$ cat config.mk
export PLATFORM = sky130hd
export DESIGN_NAME = dec_branch_predictor
export DESIGN_NICKNAME = d
export VERILOG_FILES = /design/src/rtl/dbp_pkg.sv /design/src/rtl/dbp_history.sv /design/src/rtl/dbp_predict.sv /design/src/rtl/dbp_resolve.sv /design/src/rtl/dec_branch_predictor.sv
export SDC_FILE = /design/constraint.sdc
export NUM_CORES = 1
export LEC_CHECK = 0
export BUFFER_PORTS_ARGS = -buffer_cell sky130_fd_sc_hd__buf_4
export CAP_MARGIN = 10
export CELL_PAD_IN_SITES_DETAIL_PLACEMENT = 1
export CELL_PAD_IN_SITES_GLOBAL_PLACEMENT = 2
export CORE_MARGIN = 3
export CORE_UTILIZATION = 38
export CTS_CLUSTER_DIAMETER = 60
export DETAILED_ROUTE_END_ITERATION = 10
export GPL_TIMING_DRIVEN = 0
export PLACE_DENSITY = 0.95
export SLEW_MARGIN = 20
export SYNTH_ARGS = -nofsm -noshare
export SYNTH_HDL_FRONTEND = slang
export SYNTH_HIERARCHICAL = 1
export SYNTH_SLANG_ARGS = --single-unit
$ cat constraint.sdc
create_clock -name clk_i -period 9.21 [get_ports clk_i]
set_input_delay 1.3815 -clock clk_i [delete_from_list [all_inputs] [get_ports clk_i]]
set_output_delay 1.3815 -clock clk_i [all_outputs]
set_load 0.005 [all_outputs]
$ cat src/rtl/dbp_pkg.sv
package dbp_pkg;

   typedef enum logic [1:0] {
      MODE_OFF     = 2'd0,
      MODE_STATIC  = 2'd1,
      MODE_DYNAMIC = 2'd2,
      MODE_SPARE   = 2'd3
   } pred_mode_e;

   typedef enum logic [1:0] {
      KIND_OTHER = 2'd0,
      KIND_COND  = 2'd1,
      KIND_JAL   = 2'd2,
      KIND_SPARE = 2'd3
   } insn_kind_e;

   localparam int unsigned CTR_W = 2;
   localparam logic [CTR_W-1:0] CTR_INIT = 2'b01;

   // saturating step of a direction counter
   function automatic logic [CTR_W-1:0] ctr_step(input logic [CTR_W-1:0] c,
                                                 input logic taken);
      logic [CTR_W-1:0] n;
      if (taken) n = (c == '1) ? c : c + 1'b1;
      else       n = (c == '0) ? c : c - 1'b1;
      return n;
   endfunction

endpackage

$ cat src/rtl/dbp_history.sv
module dbp_history
   import dbp_pkg::*;
#(
   parameter int unsigned IDX_W = 6
) (
   input  logic             clk_i,
   input  logic             rst_ni,
   input  logic [IDX_W-1:0] rd_idx_i,
   output logic             rd_taken_o,
   input  logic             wr_en_i,
   input  logic [IDX_W-1:0] wr_idx_i,
   input  logic             wr_taken_i
);
   localparam int unsigned DEPTH = 1 << IDX_W;

   logic [CTR_W-1:0] ctr_q [DEPTH];

   always_ff @(posedge clk_i) begin
      if (!rst_ni) begin
         for (int e = 0; e < DEPTH; e++) ctr_q[e] <= CTR_INIT;
      end else if (wr_en_i) begin
         ctr_q[wr_idx_i] <= ctr_step(ctr_q[wr_idx_i], wr_taken_i);
      end
   end

   // plain read of the stored value: a write in the same cycle is not seen
   assign rd_taken_o = ctr_q[rd_idx_i][CTR_W-1];

endmodule

$ cat src/rtl/dbp_predict.sv
module dbp_predict
   import dbp_pkg::*;
#(
   parameter int unsigned AW = 32
) (
   input  logic [1:0]    mode_i,
   input  logic          valid_i,
   input  logic [1:0]    kind_i,
   input  logic [AW-1:0] pc_i,
   input  logic [AW-1:0] imm_i,
   input  logic          hist_taken_i,
   output logic          pred_o,
   output logic          redir_o,
   output logic [AW-1:0] target_o,
   output logic          trap_o
);
   pred_mode_e mode;
   insn_kind_e kind;
   logic       misaligned;

   assign mode       = pred_mode_e'(mode_i);
   assign kind       = insn_kind_e'(kind_i);
   assign target_o   = pc_i + imm_i;
   assign misaligned = |target_o[1:0];

   always_comb begin
      pred_o = 1'b0;
      if (valid_i) begin
         unique case (mode)
            MODE_STATIC: begin
               if (kind == KIND_JAL)       pred_o = 1'b1;
               else if (kind == KIND_COND) pred_o = imm_i[AW-1];
            end
            MODE_DYNAMIC: begin
               if (kind == KIND_JAL)       pred_o = 1'b1;
               else if (kind == KIND_COND) pred_o = hist_taken_i;
            end
            default: pred_o = 1'b0;
         endcase
      end
   end

   assign trap_o  = pred_o & misaligned;
   assign redir_o = pred_o & ~misaligned;

endmodule

$ cat src/rtl/dbp_resolve.sv
module dbp_resolve #(
   parameter int unsigned AW            = 32,
   parameter bit          EARLY_RESOLVE = 1'b0
) (
   input  logic          clk_i,
   input  logic          rst_ni,
   input  logic          valid_i,
   input  logic [AW-1:0] pc_i,
   input  logic          taken_i,
   input  logic          pred_i,
   input  logic [AW-1:0] target_i,
   output logic          flush_o,
   output logic [AW-1:0] flush_pc_o,
   output logic          trap_o
);
   localparam logic [AW-1:0] STEP = AW'(4);

   logic          mispred, bad_tgt, flush_d, trap_d;
   logic [AW-1:0] next_pc;

   assign mispred = valid_i & (taken_i ^ pred_i);
   assign bad_tgt = taken_i & (|target_i[1:0]);
   assign flush_d = mispred & ~bad_tgt;
   assign trap_d  = mispred & bad_tgt;
   assign next_pc = taken_i ? target_i : pc_i + STEP;

   if (EARLY_RESOLVE) begin : g_early
      assign flush_o    = flush_d;
      assign trap_o     = trap_d;
      assign flush_pc_o = next_pc;
   end else begin : g_late
      logic          flush_q, trap_q;
      logic [AW-1:0] pc_q;
      always_ff @(posedge clk_i) begin
         if (!rst_ni) begin
            flush_q <= 1'b0;
            trap_q  <= 1'b0;
            pc_q    <= '0;
         end else begin
            flush_q <= flush_d;
            trap_q  <= trap_d;
            pc_q    <= next_pc;
         end
      end
      assign flush_o    = flush_q;
      assign trap_o     = trap_q;
      assign flush_pc_o = pc_q;
   end

endmodule

$ cat src/rtl/dec_branch_predictor.sv
module dec_branch_predictor #(
   parameter int unsigned AW            = 32,
   parameter int unsigned HIST_LOG2     = 6,
   parameter bit          EARLY_RESOLVE = 1'b0
) (
   input  logic          clk_i,
   input  logic          rst_ni,
   input  logic [1:0]    mode_i,
   input  logic          dec_valid_i,
   input  logic [1:0]    dec_kind_i,
   input  logic [AW-1:0] dec_pc_i,
   input  logic [AW-1:0] dec_imm_i,
   output logic          redir_o,
   output logic [AW-1:0] redir_pc_o,
   output logic          pred_taken_o,
   output logic          trap_o,
   input  logic          rsv_valid_i,
   input  logic          rsv_cond_i,
   input  logic [AW-1:0] rsv_pc_i,
   input  logic          rsv_taken_i,
   input  logic          rsv_pred_i,
   input  logic [AW-1:0] rsv_target_i,
   output logic          flush_o,
   output logic [AW-1:0] flush_pc_o,
   output logic          rsv_trap_o
);
   localparam int unsigned IDX_LO = 2;
   localparam int unsigned IDX_HI = HIST_LOG2 + IDX_LO - 1;

   if (HIST_LOG2 < 1 || HIST_LOG2 > 12) begin : g_bad_depth
      $error("HIST_LOG2 must lie in 1..12");
   end
   if (AW < HIST_LOG2 + IDX_LO + 1) begin : g_bad_width
      $error("AW too narrow for the history index");
   end

   logic hist_taken;

   dbp_history #(.IDX_W(HIST_LOG2)) u_hist (
      .clk_i      (clk_i),
      .rst_ni     (rst_ni),
      .rd_idx_i   (dec_pc_i[IDX_HI:IDX_LO]),
      .rd_taken_o (hist_taken),
      .wr_en_i    (rsv_valid_i & rsv_cond_i),
      .wr_idx_i   (rsv_pc_i[IDX_HI:IDX_LO]),
      .wr_taken_i (rsv_taken_i)
   );

   dbp_predict #(.AW(AW)) u_pred (
      .mode_i       (mode_i),
      .valid_i      (dec_valid_i),
      .kind_i       (dec_kind_i),
      .pc_i         (dec_pc_i),
      .imm_i        (dec_imm_i),
      .hist_taken_i (hist_taken),
      .pred_o       (pred_taken_o),
      .redir_o      (redir_o),
      .target_o     (redir_pc_o),
      .trap_o       (trap_o)
   );

   dbp_resolve #(.AW(AW), .EARLY_RESOLVE(EARLY_RESOLVE)) u_rsv (
      .clk_i      (clk_i),
      .rst_ni     (rst_ni),
      .valid_i    (rsv_valid_i),
      .pc_i       (rsv_pc_i),
      .taken_i    (rsv_taken_i),
      .pred_i     (rsv_pred_i),
      .target_i   (rsv_target_i),
      .flush_o    (flush_o),
      .flush_pc_o (flush_pc_o),
      .trap_o     (rsv_trap_o)
   );

endmodule

# Word-level counts from Yosys, hierarchy flattened
# Memory sizes are Yosys's and may differ from the RTL's.
# Index checks and enable logic that the tools add are counted.
# W data, S select, Z words.
[totals]
regBits = 34
wordCells = 46
inputBits = 139
ramBits = 128
memories = 1
out_inout_bits = 69
[memory_table]
columns = ["name", "words", "word_bits", "read_ports", "rd_clocked_by_memory_dff", "wr", "line_no", "source"]
rows = [
  ["u_hist.ctr_q", 64, 2, 2, 0, 64, "dbp_history.sv:16", "logic [CTR_W-1:0] ctr_q [DEPTH];"],
]
[classes]
bitwise = 10
n_addsub = 4
eq_ne = 5
muxes = 19
n_reduce_logical = 4
[op_table]
columns = ["operator", "count"]
rows = [
  ["$add A32 B3 Y32 const B", 1],
  ["$add A32 B32 Y32", 1],
  ["$mux W32", 1],
  ["$mux W2", 6],
  ["$mux W1", 10],
  ["$and A1 B1 Y1", 7],
  ["$eq A2 B2 Y1 const B", 3],
  ["$mux W6", 1],
  ["$reduce_or A2 Y1", 3],
  ["$eq A2 B1 Y1 const B", 2],
  ["$add A2 B1 Y2 const B", 1],
  ["$logic_not A2 Y1", 1],
  ["$not A1 Y1", 2],
  ["$pmux W1 S2", 1],
  ["$sub A2 B1 Y2 const B", 1],
  ["$xor A1 B1 Y1", 1],
]

# Logic depth before layout (Yosys ltp)
# Gate-level depths: netlist of the first run.
# An unclocked memory read counts as a cell.
[logic_depth]
word_depth = 7
mapped_depth = 12
depth_no_buf = 8

# Cells and area by module
# The synthesis of the first run kept the hierarchy.
[by_module_without_submodules]
columns = ["module", "cells_each", "instances", "area_each_um2", "seq_area_each_um2"]
rows = [
  ["dbp_history", 622, 1, 6993.0, 3843.7],
  ["dbp_predict", 273, 1, 1990.7, 0.0],
  ["dbp_resolve", 220, 1, 1838.0, 680.7],
  ["dec_branch_predictor", 1, 1, 6.3, 0.0],
]

# Worst setup path before layout of the first run
# OpenSTA, ideal clock, no wires.
[synth_timing]
path_type = "input port to output port"
start = "input dec_pc_i[2]"
end = "output trap_o"
arrival_ns = 4.205
n_path_buf = 2
path_stages = 10
t_required_ns = 7.828
slack_ns = 3.624
path_cell_list = "buf_2 buf_1 mux4_2 mux4_2 mux4_2 mux2i_1 nor2_1 mux2_2 nand3b_1 nor2_1"
[synth_between]
elab_chain_cells = 6
[synth_lines]
columns = ["item", "line_no", "source"]
rows = [
  ["start: declaration", "dec_branch_predictor.sv:11", "input logic [AW-1:0] dec_pc_i,"],
  ["$mem_v2 Z64 W2", "--", ""],
  ["net hist_taken", "dec_branch_predictor.sv:37", "logic hist_taken;"],
  ["$mux W1", "dbp_predict.sv:36", "else if (kind == KIND_COND) pred_o = hist_taken_i;"],
  ["$mux W1", "dbp_predict.sv:35", "if (kind == KIND_JAL) pred_o = 1'b1;"],
  ["$pmux W1 S2", "dbp_predict.sv:29", "unique case (mode)"],
  ["$mux W1", "dbp_predict.sv:28", "if (valid_i) begin"],
  ["$and A1 B1 Y1", "dbp_predict.sv:43", "assign trap_o = pred_o & misaligned;"],
  ["end: declaration", "dec_branch_predictor.sv:16", "output logic trap_o,"],
]
# The timed path passes the listed nets, and every way through them passes these cells.

# Worst setup path in the final report of the first run
[layout_timing]
start = "input dec_pc_i[3]"
end = "output redir_o"
[layout_between]
elab_chain_cells = 6
[layout_lines]
columns = ["item", "line_no", "source"]
rows = [
  ["$mem_v2 Z64 W2", "--", ""],
  ["net hist_taken", "dec_branch_predictor.sv:37", ""],
  ["$mux W1", "dbp_predict.sv:36", ""],
  ["$mux W1", "dbp_predict.sv:35", ""],
  ["$pmux W1 S2", "dbp_predict.sv:29", ""],
  ["$mux W1", "dbp_predict.sv:28", ""],
  ["$and A1 B1 Y1", "dbp_predict.sv:44", "assign redir_o = pred_o & ~misaligned;"],
  ["end: declaration", "dec_branch_predictor.sv:13", "output logic redir_o,"],
]
# The timed path passes the listed nets, and every way through them passes these cells.

==> results of run 1 <==
power by group:
| group | switching [W] | internal (W) |
|---|---|---|
| Clock | 0.000323 | 0.000404 |
| Combinational | 0.000295 | 0.000221 |
| Sequential | 0.0000128 | 0.000811 |
metrics by stage:
| stage | util | hold WS [ns] | area (um^2) |
|---|---|---|---|
| after floorplan | - | 1.195 | 10830 |
| after global placement | 0.4602 | 1.310 | 12850 |
| after detailed placement | 0.4603 | 1.366 | 12860 |
| after CTS | 0.4811 | 1.128 | 13440 |
| after global routing | 0.4812 | 1.136 | 13440 |
| final | 0.4812 | 1.140 | 13440 |
state kept, by name, indices dropped and copies added, names as in the netlist:
signal	count
u_hist/ctr_q	128
u_rsv/flush_pc_o	32
u_rsv/flush_o	1
u_rsv/trap_o	1
cell type report:
| cell class | instances | area share |
|---|---|---|
| Timing Repair Buffer | 207 | 0.1156 |
| Inverter | 14 | 0.003910 |
| Buffer | 92 | 0.03714 |
| Clock inverter | 15 | 0.01154 |
| Multi-Input combinational cell | 848 | 0.4284 |
| Tap cell | 378 | 0.03519 |
| Clock buffer | 17 | 0.03165 |
| Sequential cell | 162 | 0.3366 |
critical path, delay by kind of cell:
kind,cells,cell delay (ns)
muxes,5,1.90
buffers and inverters,4,1.51
and+or+nand+nor,3,0.25
cell usage after synthesis (all sizes together) (13+ instances only):
cell	n
a21o	14
a21oi	40
a221oi	16
a22oi	13
a31oi	16
buf	41
clkbuf	48
dfxtp	34
edfxtp	128
ha	33
inv	14
mux2i	23
mux4	27
nand2	125
nand3	90
nand4	20
nor2	74
nor3	54
o21ai	82
xnor2	21
xor2	15
cells by family (layout without fill, tap and decap cells):
family                     Yosys count  count (layout)
muxes                               56              56
xor gates and xnor gates            36              36
adders and majority gates           36              36
AOI/OAI and AO/OA                  262             262
and+or+nand+nor                    458             458
buffers and inverters              106             345
DFF                                162             162
layout by cell type, fill, tap and decap left out, types with 23 or more instances in the layout:
cell type	instances
nand2_1	125
mux4_2	27
dfxtp_1	34
nor3_1	53
buf_4	216
nor2_1	72
mux2i_1	23
ha_1	33
a21oi_1	39
edfxtp_1	128
o21ai_0	76
clkbuf_1	46
nand3_1	88
final timing paths:
| kind | endpoint | slack, ns | cells past startpoint |
|---|---|---|---|
| max | redir_o | 2.76 | 12 |
| min reg2reg | u_hist/ctr_q[33][0] | 1.42 | 7 |
| min | u_rsv/trap_o | 1.14 | 2 |
| max reg2reg | u_hist/ctr_q[32][1] | 6.37 | 9 |
metal layers:
metal | vias to the layer above | share of wire
met1 | 5331 | 0.40
met4 | 0 | 0.039
li1 | 4697 | -
met5 | - | 0
met2 | 627 | 0.47
met3 | 134 | 0.091
==> metrics.md, run 1 <==
| Metric | Value |
|---|---|
| Status | `finished clean` |
| Die Width | `174.8 um` |
| WL final | `44,430 um` |
| Critical setup path kind | `in2out` |
| Startpoint types | `primary input` |
| Asr flop ratio synth | `0` |
| First-pass GRT wire length | `66,500 um` |
| #FFs+latches synth | `162` |
| Met1 usage in global routing | `0.3568` |
| Core Box Area | `27,930 um^2` |
| Synth area leaders | `edfxtp_1 (35%), dfxtp_1 (6.3%), mux4_2 (5.6%)` |
| Nets | `1,515` |
| Min Tclk post-route | `6.448 ns` |
| Mux share of post-synthesis cell area | `0.08366` |
| H-tree depth reported by CTS | `4` |
| Slowest CP cell | `clkbuf_1` |
| Post-CTS setup buffers | `0` |
| Fill cells | `3,267` |
| Layout area overhead | `24.14%` |
| Die Area | `30,560 um^2` |
| Non-filler cells, final | `1,733` |
| Skew final | `0.01208 ns` |
| Die height | `174.8 um` |
| Reg area | `4524 um^2` |
| Post-synth net total | `1,289` |
| Initial Utilization | `0.3876` |
| # Max-Cap Violations | `0` |
| Final ANT Viol Nets | `0` |
| Clock transition at the registers of the reported paths | `0.06 ns` |
| CTS root buf | `clkbuf_16` |
| Initial DRC count | `1,336` |
| Worst setup path start | `dec_pc_i[3]` |
| Vias in the first global route | `10,820` |
| CTS Buf Count | `17` |
| Pins over their slew limit | `0` |
| Antenna violations before repair | `0` |
| Fmax | `0.1551 GHz` |
| Grt ovf | `0` |
| Worst path max stage delay | `0.84 ns` |
| Setup violations, final | `0` |
| Crit end category | `primary output` |
| Fin worst setup slack | `2.762 ns` |
| Post-Place Worst Slack | `2.731 ns` |
| Final setup TNS | `0 ns` |
| IO Count | `208` |
| Yosys warning total | `6` |
| CP most frequent cell | `mux4_2` |
| Dominant synthesized flop cell | `edfxtp_1` |
| Critical-path maximum fanout | `10` |
| Number of cell rows | `61` |
| TritonRoute pass-1 iters | `7` |
| Hold wc startpoint | `rsv_pred_i` |
| Estimated wirelength of the detail-placed design | `32,970 um` |
| Largest family of logic cells by synthesized area | `simple AND/OR/NAND/NOR gates` |
| Synth Area in XOR/XNOR | `0.02912` |
| Post-synthesis cell type count | `88` |
| Multi-input gate area in the final layout | `5758 um^2` |
| Crit path arrival time | `5.07 ns` |
| Total power draw | `0.002066 W` |
| CTS tree | `yes` |
| Total global-route track usage | `0.2831` |
| DRC errors left | `0` |
| Syn Inst Count | `1,116` |
| Resize count post-CTS | `0` |
| Via count | `10,790` |
| Final hold vios | `0` |
| Synthesized-area fraction occupied by adder cells | `0.04195` |
| Layout cells sized above 1 | `0.2509` |
| Post-placement cell count | `1,701` |
| Leak pwr | `4.966 nW` |
| GPL Wtd Cong | `0.9861` |
| RSZ-0062 raised after global routing | `no` |
| CP Cell Sequence | `buf_4 > buf_1 > clkbuf_1 > mux4_2 > mux4_2 > mux4_2 > mux2i_1 > nor2_1 > mux2_2 > nand3b_1 > nor3_1 > buf_4` |
| N_diodes | `0` |
| PortBufs | `207` |
| Worst-Skew Late Latency | `0.44 ns` |
| Worst min-delay path category | `in2reg` |
| Avg WL per Cell | `25.63 um` |
| Hold buffers post-CTS | `0` |
| Post-synth top area cell | `edfxtp_1` |
| Power per cell area | `153.7 nW/um^2` |
| Sequential share of the synthesized area | `0.4178` |
| Synth Area per Inst | `9.702 um^2` |
| Final period utilization | `0.7002` |
| Global routing usage on met3 | `0.06519` |
| Largest net degree at the start of global routing | `17` |
| VDD IR max | `0.09250 mV` |
| Post-synthesis compound-gate area fraction | `0.1624` |
| Synth Area in Simple Gates | `0.2142` |
| M2 GR Usage | `0.4735` |
| CTS Sinks | `162` |
| Critical path data required time | `7.83 ns` |
| FF-to-FF Start | `u_hist/ctr_q[28][0]` |
| Number of flops mapped to enable cells by yosys | `128` |
| Worst slew margin | `0.1453` |
| Pin slew with the least headroom to its limit | `1.277 ns` |
| Maximum clock insertion buffer count | `2` |
| Synth top area share | `0.3550` |
| GR peak layer | `met2` |
| DR vias/cell | `6.226` |
| Synthesized area | `10,830 um^2` |
Note: power is estimated with default switching activity, not from simulation.
==> run 2, diff against run 1 <==
Settings changed: CORE_UTILIZATION 38 to 35, PLACE_DENSITY 0.95 to 0.89.
Clock period 9.21 ns to 6 ns, I/O delays scaled along.
==> metrics.md, run 2 (synthesized netlist as in run 1, its figures left out) <==
| Metric | Value |
|---|---|
| Status | `finished clean` |
| Total power draw | `0.003079 W` |
| Hold buffers post-CTS | `0` |
| CTS root buf | `clkbuf_16` |
| GPL Wtd Cong | `0.9496` |
| VDD IR max | `0.1961 mV` |
| Fin worst setup slack | `0.4792 ns` |
| Worst slew margin | `0.2308` |
| Startpoint types | `primary input` |
| Worst-Skew Late Latency | `0.44 ns` |
| Nets | `1,515` |
| Number of cell rows | `63` |
| Skew final | `0.01874 ns` |
| FF-to-FF Start | `u_hist/ctr_q[31][0]` |
| PortBufs | `207` |
| Max reg flops | `128` |
| First-pass GRT wire length | `65,110 um` |
| Post-Place Worst Slack | `0.3385 ns` |
| Total global-route track usage | `0.2562` |
| Die Area | `33,080 um^2` |
| Fill cells | `3,413` |
| Vias in the first global route | `10,720` |
| Core Box Area | `30,030 um^2` |
| Most frequent cells in the layout | `buf_4 (216), edfxtp_1 (128), nand2_1 (125)` |
| Setup violations, final | `0` |
| N_diodes | `0` |
| Antenna violations before repair | `0` |
| Initial Utilization | `0.3605` |
| Hold WS | `0.6719 ns` |
| IO Count | `208` |
| WL final | `43,760 um` |
| Flop2flop setup slack | `3.07 ns` |
| Layout cells sized above 1 | `0.2511` |
| H-tree depth reported by CTS | `4` |
| DRC errors left | `0` |
| CTS Sinks | `162` |
| Final period utilization | `0.9201` |
| Top delay family on crit path | `multiplexers` |
| Critical-path maximum fanout | `10` |
| Via count | `10,600` |
| Slowest CP cell | `clkbuf_1` |
| Die Width | `181.9 um` |
| Crit path buf inv count | `4` |
| Grt ovf | `0` |
| DR vias/cell | `6.079` |
| Avg WL per Cell | `25.09 um` |
| Post-CTS setup buffers | `0` |
| Hold wc startpoint | `rsv_pred_i` |
| Worst Hold End | `u_rsv/trap_o` |
| Critical path data required time | `5.10 ns` |
| Levels on crit path | `12` |
| CP Cell Sequence | `buf_4 > buf_1 > clkbuf_1 > mux4_2 > mux4_2 > mux4_2 > mux2i_1 > nor2_1 > mux2_2 > nand3b_1 > nor2_1 > buf_4` |
| RSZ-0062 raised after global routing | `no` |
| Final setup TNS | `0 ns` |
| Initial DRC count | `1,285` |
| Pin slew with the least headroom to its limit | `1.150 ns` |
| Final hold vios | `0` |
| CP most frequent cell | `mux4_2` |
| Worst min-delay path category | `in2reg` |
| CTS Buf Count | `17` |
| CTS tree | `yes` |
| Largest net degree at the start of global routing | `17` |
| Fmax | `0.1811 GHz` |
| Min Tclk post-route | `5.521 ns` |
| Clock transition at the registers of the reported paths | `0.06 ns` |
| Critical setup path kind | `in2out` |
| Reg2Reg Capture Point | `u_hist/ctr_q[33][1]` |
| Final ANT Viol Nets | `0` |
| Estimated wirelength of the detail-placed design | `32,810 um` |
| # Max-Cap Violations | `0` |
| Leak pwr | `4.936 nW` |
| Layout area overhead | `23.80%` |
| Worst path max stage delay | `0.79 ns` |
| Reg with most FFs | `u_hist/ctr_q` |
| Crit path arrival time | `4.62 ns` |
| TritonRoute pass-1 iters | `5` |
| Reg2reg path depth | `9` |
| Leading cell type in the layout, fill and taps excluded | `buf_4` |
| Die height | `181.9 um` |
| Pins over their slew limit | `0` |
| Crit end category | `primary output` |
| Worst Hold Depth | `2` |
| Power per cell area | `229.7 nW/um^2` |
| Maximum clock insertion buffer count | `2` |
| Resize count post-CTS | `0` |
-- run 2: cell types whose count changed in the layout (fill, tap and decap cells not counted), sizes merged --
cell,change
bufinv,-2
clkinvlp,+2
clkbuf,+1
clkinv,-1
inv,-1
-- run 2: per-stage QoR --
| stage | area (um^2) | instances | util |
|---|---|---|---|
| finish | 13410 | 1744 | 0.4464 |
| detailed placement | 12870 | 1713 | 0.4286 |
| floorplan | 10830 | 1116 | - |
| global route | 13410 | 1744 | 0.4464 |
| CTS | 13400 | 1744 | 0.4462 |
| global placement | 12870 | 1713 | 0.4285 |
-- run 2: worst register-to-register path: cells and delay by family, from the launching register on --
family	cells	cell delay [ns]
buf+inv	2	0.52
fa+ha+maj	1	0.17
simple gates	4	0.72
mux	1	0.50
compound gates	1	0.33
flops	1	0.38
-- run 2: power by group --
group,leakage [nW],internal [W],switching [W],total [W]
sequential,1.43,0.00124,0.0000196,0.00126
clock,0.255,0.000534,0.000493,0.00103
combinational,3.25,0.000339,0.000449,0.000789
-- run 2: final cells by class --
class                   count  area [um^2]  share of cell area
multi-input cells         848         5758              0.4295
flip-flops and latches    162         4524              0.3375
repair buffers            207         1554              0.1159
plain buffers              92        499.2             0.03724
well taps                 390        488.0             0.03640
clock buffers              18        429.2             0.03201
clock inverters            13        100.1            0.007467
inverters                  14        52.55            0.003920
-- run 2: worst max path at each step --
| stage | from | to |
|---|---|---|
| final | dec_pc_i[3] | trap_o |
| after floorplan | dec_pc_i[2] | trap_o |
| after global routing | dec_pc_i[3] | pred_taken_o |
| after CTS | dec_pc_i[2] | trap_o |
| after global placement | dec_pc_i[2] | trap_o |
| after detailed placement | dec_pc_i[2] | trap_o |
-- run 2: routing by layer --
layer  global-route usage  share of wire  vias up
met1               0.3354           0.41     5221
met2               0.4268           0.47      566
met5                    0              0        -
li1                     -              -     4719
met4              0.07831          0.029        0
met3              0.05349          0.093       95
==> run 3, diff against run 2 <==
Settings changed: ABC_AREA set to 1, CORE_ASPECT_RATIO set to 0.5, CORE_UTILIZATION 35 to 31, PLACE_DENSITY 0.89 to 0.9.
==> metrics.md, run 3 <==
| Metric | Value |
|---|---|
| Via count | `13,100` |
| Dominant synthesized flop cell | `edfxtp_1` |
| Sequential share of the synthesized area | `0.3717` |
| Hold buffers post-CTS | `0` |
| Critical setup path kind | `in2out` |
| CTS Sinks | `162` |
| Fmax | `0.2295 GHz` |
| Final core occ | `0.3937` |
| Synthesized area | `12,170 um^2` |
| Hold wc startpoint | `rsv_target_i[3]` |
| Crit end category | `primary output` |
| Initial DRC count | `987` |
| Global routing usage on met3 | `0.04618` |
| First-pass GRT wire length | `75,670 um` |
| Sequential power share | `0.387` |
| Resize count post-CTS | `0` |
| Met1 usage in global routing | `0.2903` |
| Antenna violations before repair | `0` |
| Asr flop ratio synth | `0` |
| Grt ovf | `0` |
| Pint | `0.002174 W` |
| Worst min-delay path category | `in2reg` |
| Pin slew with the least headroom to its limit | `0.9729 ns` |
| Initial Utilization | `0.3200` |
| Maximum clock insertion buffer count | `2` |
| IO Count | `208` |
| Max reg flops | `128` |
| Nets | `2,291` |
| Sw frac | `0.3296` |
| Die Area | `41,820 um^2` |
| Top cells by count, synth | `nand2_1 (676), nor2_1 (315), inv_1 (273), nand3_1 (137), edfxtp_1 (128)` |
| Worst setup path start | `dec_pc_i[2]` |
| GPL Wtd Cong | `0.8927` |
| Synth area leaders | `edfxtp_1 (32%), nand2_1 (21%), nor2_1 (9.7%)` |
| Reg with most FFs | `u_hist/ctr_q` |
| CTS root buf | `clkbuf_16` |
| M2 GR Usage | `0.4140` |
| Critical-path maximum fanout | `10` |
| Post-placement cell count | `2,619` |
| Most frequent cell after synthesis | `nand2_1` |
| Non-filler cells, final | `2,651` |
| Skew final | `0.01515 ns` |
| Post-CTS setup buffers | `0` |
| # Max-Cap Violations | `0` |
| Most frequent cells in the layout | `nand2_1 (676), nor2_1 (315), inv_1 (273)` |
| Flop2flop setup slack | `3.65 ns` |
| Layout area overhead | `23.02%` |
| Worst-Skew Late Latency | `0.45 ns` |
| Synth Area per Inst | `6.433 um^2` |
| #FFs+latches synth | `162` |
| Reg2Reg Capture Point | `u_hist/ctr_q[36][0]` |
| Core Box Area | `38,040 um^2` |
| Leading cell type in the layout, fill and taps excluded | `nand2_1` |
| Final setup TNS | `0 ns` |
| Clock network fraction of total power | `0.355` |
| VDD IR max | `0.2123 mV` |
| Critical path data required time | `5.10 ns` |
| DRC errors left | `0` |
| Syn Inst Count | `1,892` |
| Post-Layout Inst Area | `14,970 um^2` |
| Min Tclk post-route | `4.358 ns` |
| WL final | `49,890 um` |
| Final period utilization | `0.7263` |
| Total global-route track usage | `0.2357` |
| Power per cell area | `216.6 nW/um^2` |
| N_diodes | `0` |
| Yosys warning total | `6` |
| Startpoint types | `primary input` |
| Synth top area share | `0.3158` |
| Setup violations, final | `0` |
| CTS Buf Count | `17` |
| Sw power | `0.001069 W` |
| Fill cells | `5,045` |
| Final ANT Viol Nets | `0` |
| Post-synthesis cell type count | `41` |
| PortBufs | `207` |
| Leak pwr | `7.173 nW` |
| CTS tree | `yes` |
| Combinational group share of total power | `0.258` |
| FF-to-FF Start | `u_hist/ctr_q[31][1]` |
| Avg WL per Cell | `18.82 um` |
| Post-synth top area cell | `edfxtp_1` |
| Estimated wirelength of the detail-placed design | `38,560 um` |
| Status | `finished clean` |
| RSZ-0062 raised after global routing | `no` |
| Timing endpoint of the critical path | `redir_o` |
| Worst slew margin | `0.3514` |
| Vias in the first global route | `13,480` |
| Fin worst setup slack | `1.642 ns` |
| Post-Place Worst Slack | `1.753 ns` |
| Number of flops mapped to enable cells by yosys | `128` |
| Layout cells sized above 1 | `0.1506` |
| Post-synth net total | `2,065` |
| TritonRoute pass-1 iters | `6` |
| Area after DPL | `14,380 um^2` |
| Number of cell rows | `50` |
| GR peak layer | `met2` |
| Final hold vios | `0` |
| Pins over their slew limit | `0` |
| Die height | `146.1 um` |
| Clock transition at the registers of the reported paths | `0.07 ns` |
| Reg2reg path depth | `10` |
| Crit path arrival time | `3.46 ns` |
| H-tree depth reported by CTS | `4` |
| Largest net degree at the start of global routing | `17` |
| Die Width | `286.2 um` |
| DR vias/cell | `4.940` |
## run 3: cell types whose count changed in the layout (fill, tap and decap cells not counted), moves of 18 or more
cell | before | now
nor2_1 | 72 | 315
o21ai_0 | 76 | 58
mux4_2 | 27 | 0
clkbuf_1 | 47 | 25
nand2_1 | 125 | 676
inv_1 | 14 | 273
nand3_1 | 88 | 137
nor3_1 | 53 | 8
mux2i_1 | 23 | 0
## run 3: area by class of cell
type	instances	area (um^2)	area share
inverter	278	1044	0.06969
tap	520	650.6	0.04345
timing repair buffer	207	1554	0.1038
buffer	68	369.1	0.02465
sequential	162	4524	0.3022
clock buffer	17	425.4	0.02841
clock inverter	15	171.4	0.01145
multi-input combinational	1384	6235	0.4164
## run 3: layer usage
| layer | vias to the layer above | wire (um) |
|---|---|---|
| li1 | 6321 | - |
| met2 | 459 | 23990 |
| met4 | 0 | 1484 |
| met5 | - | 0 |
| met1 | 6240 | 20540 |
| met3 | 75 | 3879 |
## run 3: how the worst min path moves through the flow
stage / end / slack [ns] / cells after the start
CTS: u_rsv/flush_pc_o[3] / 0.67 / 3
global route: u_rsv/flush_pc_o[3] / 0.69 / 3
detailed placement: u_rsv/flush_pc_o[3] / 1.14 / 3
floorplan: u_hist/ctr_q[0][1] / 0.95 / 8
finish: u_rsv/flush_pc_o[3] / 0.68 / 3
global placement: u_rsv/flush_pc_o[3] / 1.12 / 3
## run 3: metrics by stage
step / total power, W / hold WS (ns)
floorplan: 0.001724 / 0.9465
global route: 0.003394 / 0.6892
finish: 0.003243 / 0.6836
global placement: 0.002103 / 1.124
detailed placement: 0.002116 / 1.142
CTS: 0.003268 / 0.6670
## run 3: cell families after synthesis
logic type | share of synthesized area
AO/OA/AOI/OAI | 0.06014
adder cells (fa/ha/maj) | 0.03557
flip-flops | 0.3717
XOR/XNOR | 0.01655
buffers and inverters | 0.1161
AND/OR/NAND/NOR | 0.4000
## run 3: critical path: stages
cell	delay, ns
buf_4	0.15
inv_1	0.20
clkbuf_1	0.63
o21ai_0	0.23
o221ai_1	0.21
o211ai_1	0.12
nand3_1	0.12
nand3_1	0.07
nand2_1	0.15
nor2_1	0.07
nor2_1	0.10
a21oi_1	0.05
nor2_1	0.09
nand2_1	0.09
nor3_1	0.14
buf_4	0.14
## run 3: power groups by stage
stage / clock (W) / sequential [W] / combinational [W]
4_1_cts: 0.00117 / 0.00125 / 0.000841
5_1_grt: 0.00121 / 0.00126 / 0.000924
3_3_place_gp: 0 / 0.00128 / 0.000825
2_1_floorplan: 0 / 0.00127 / 0.000450
6_report: 0.00115 / 0.00125 / 0.000836
3_5_place_dp: 0 / 0.00128 / 0.000837
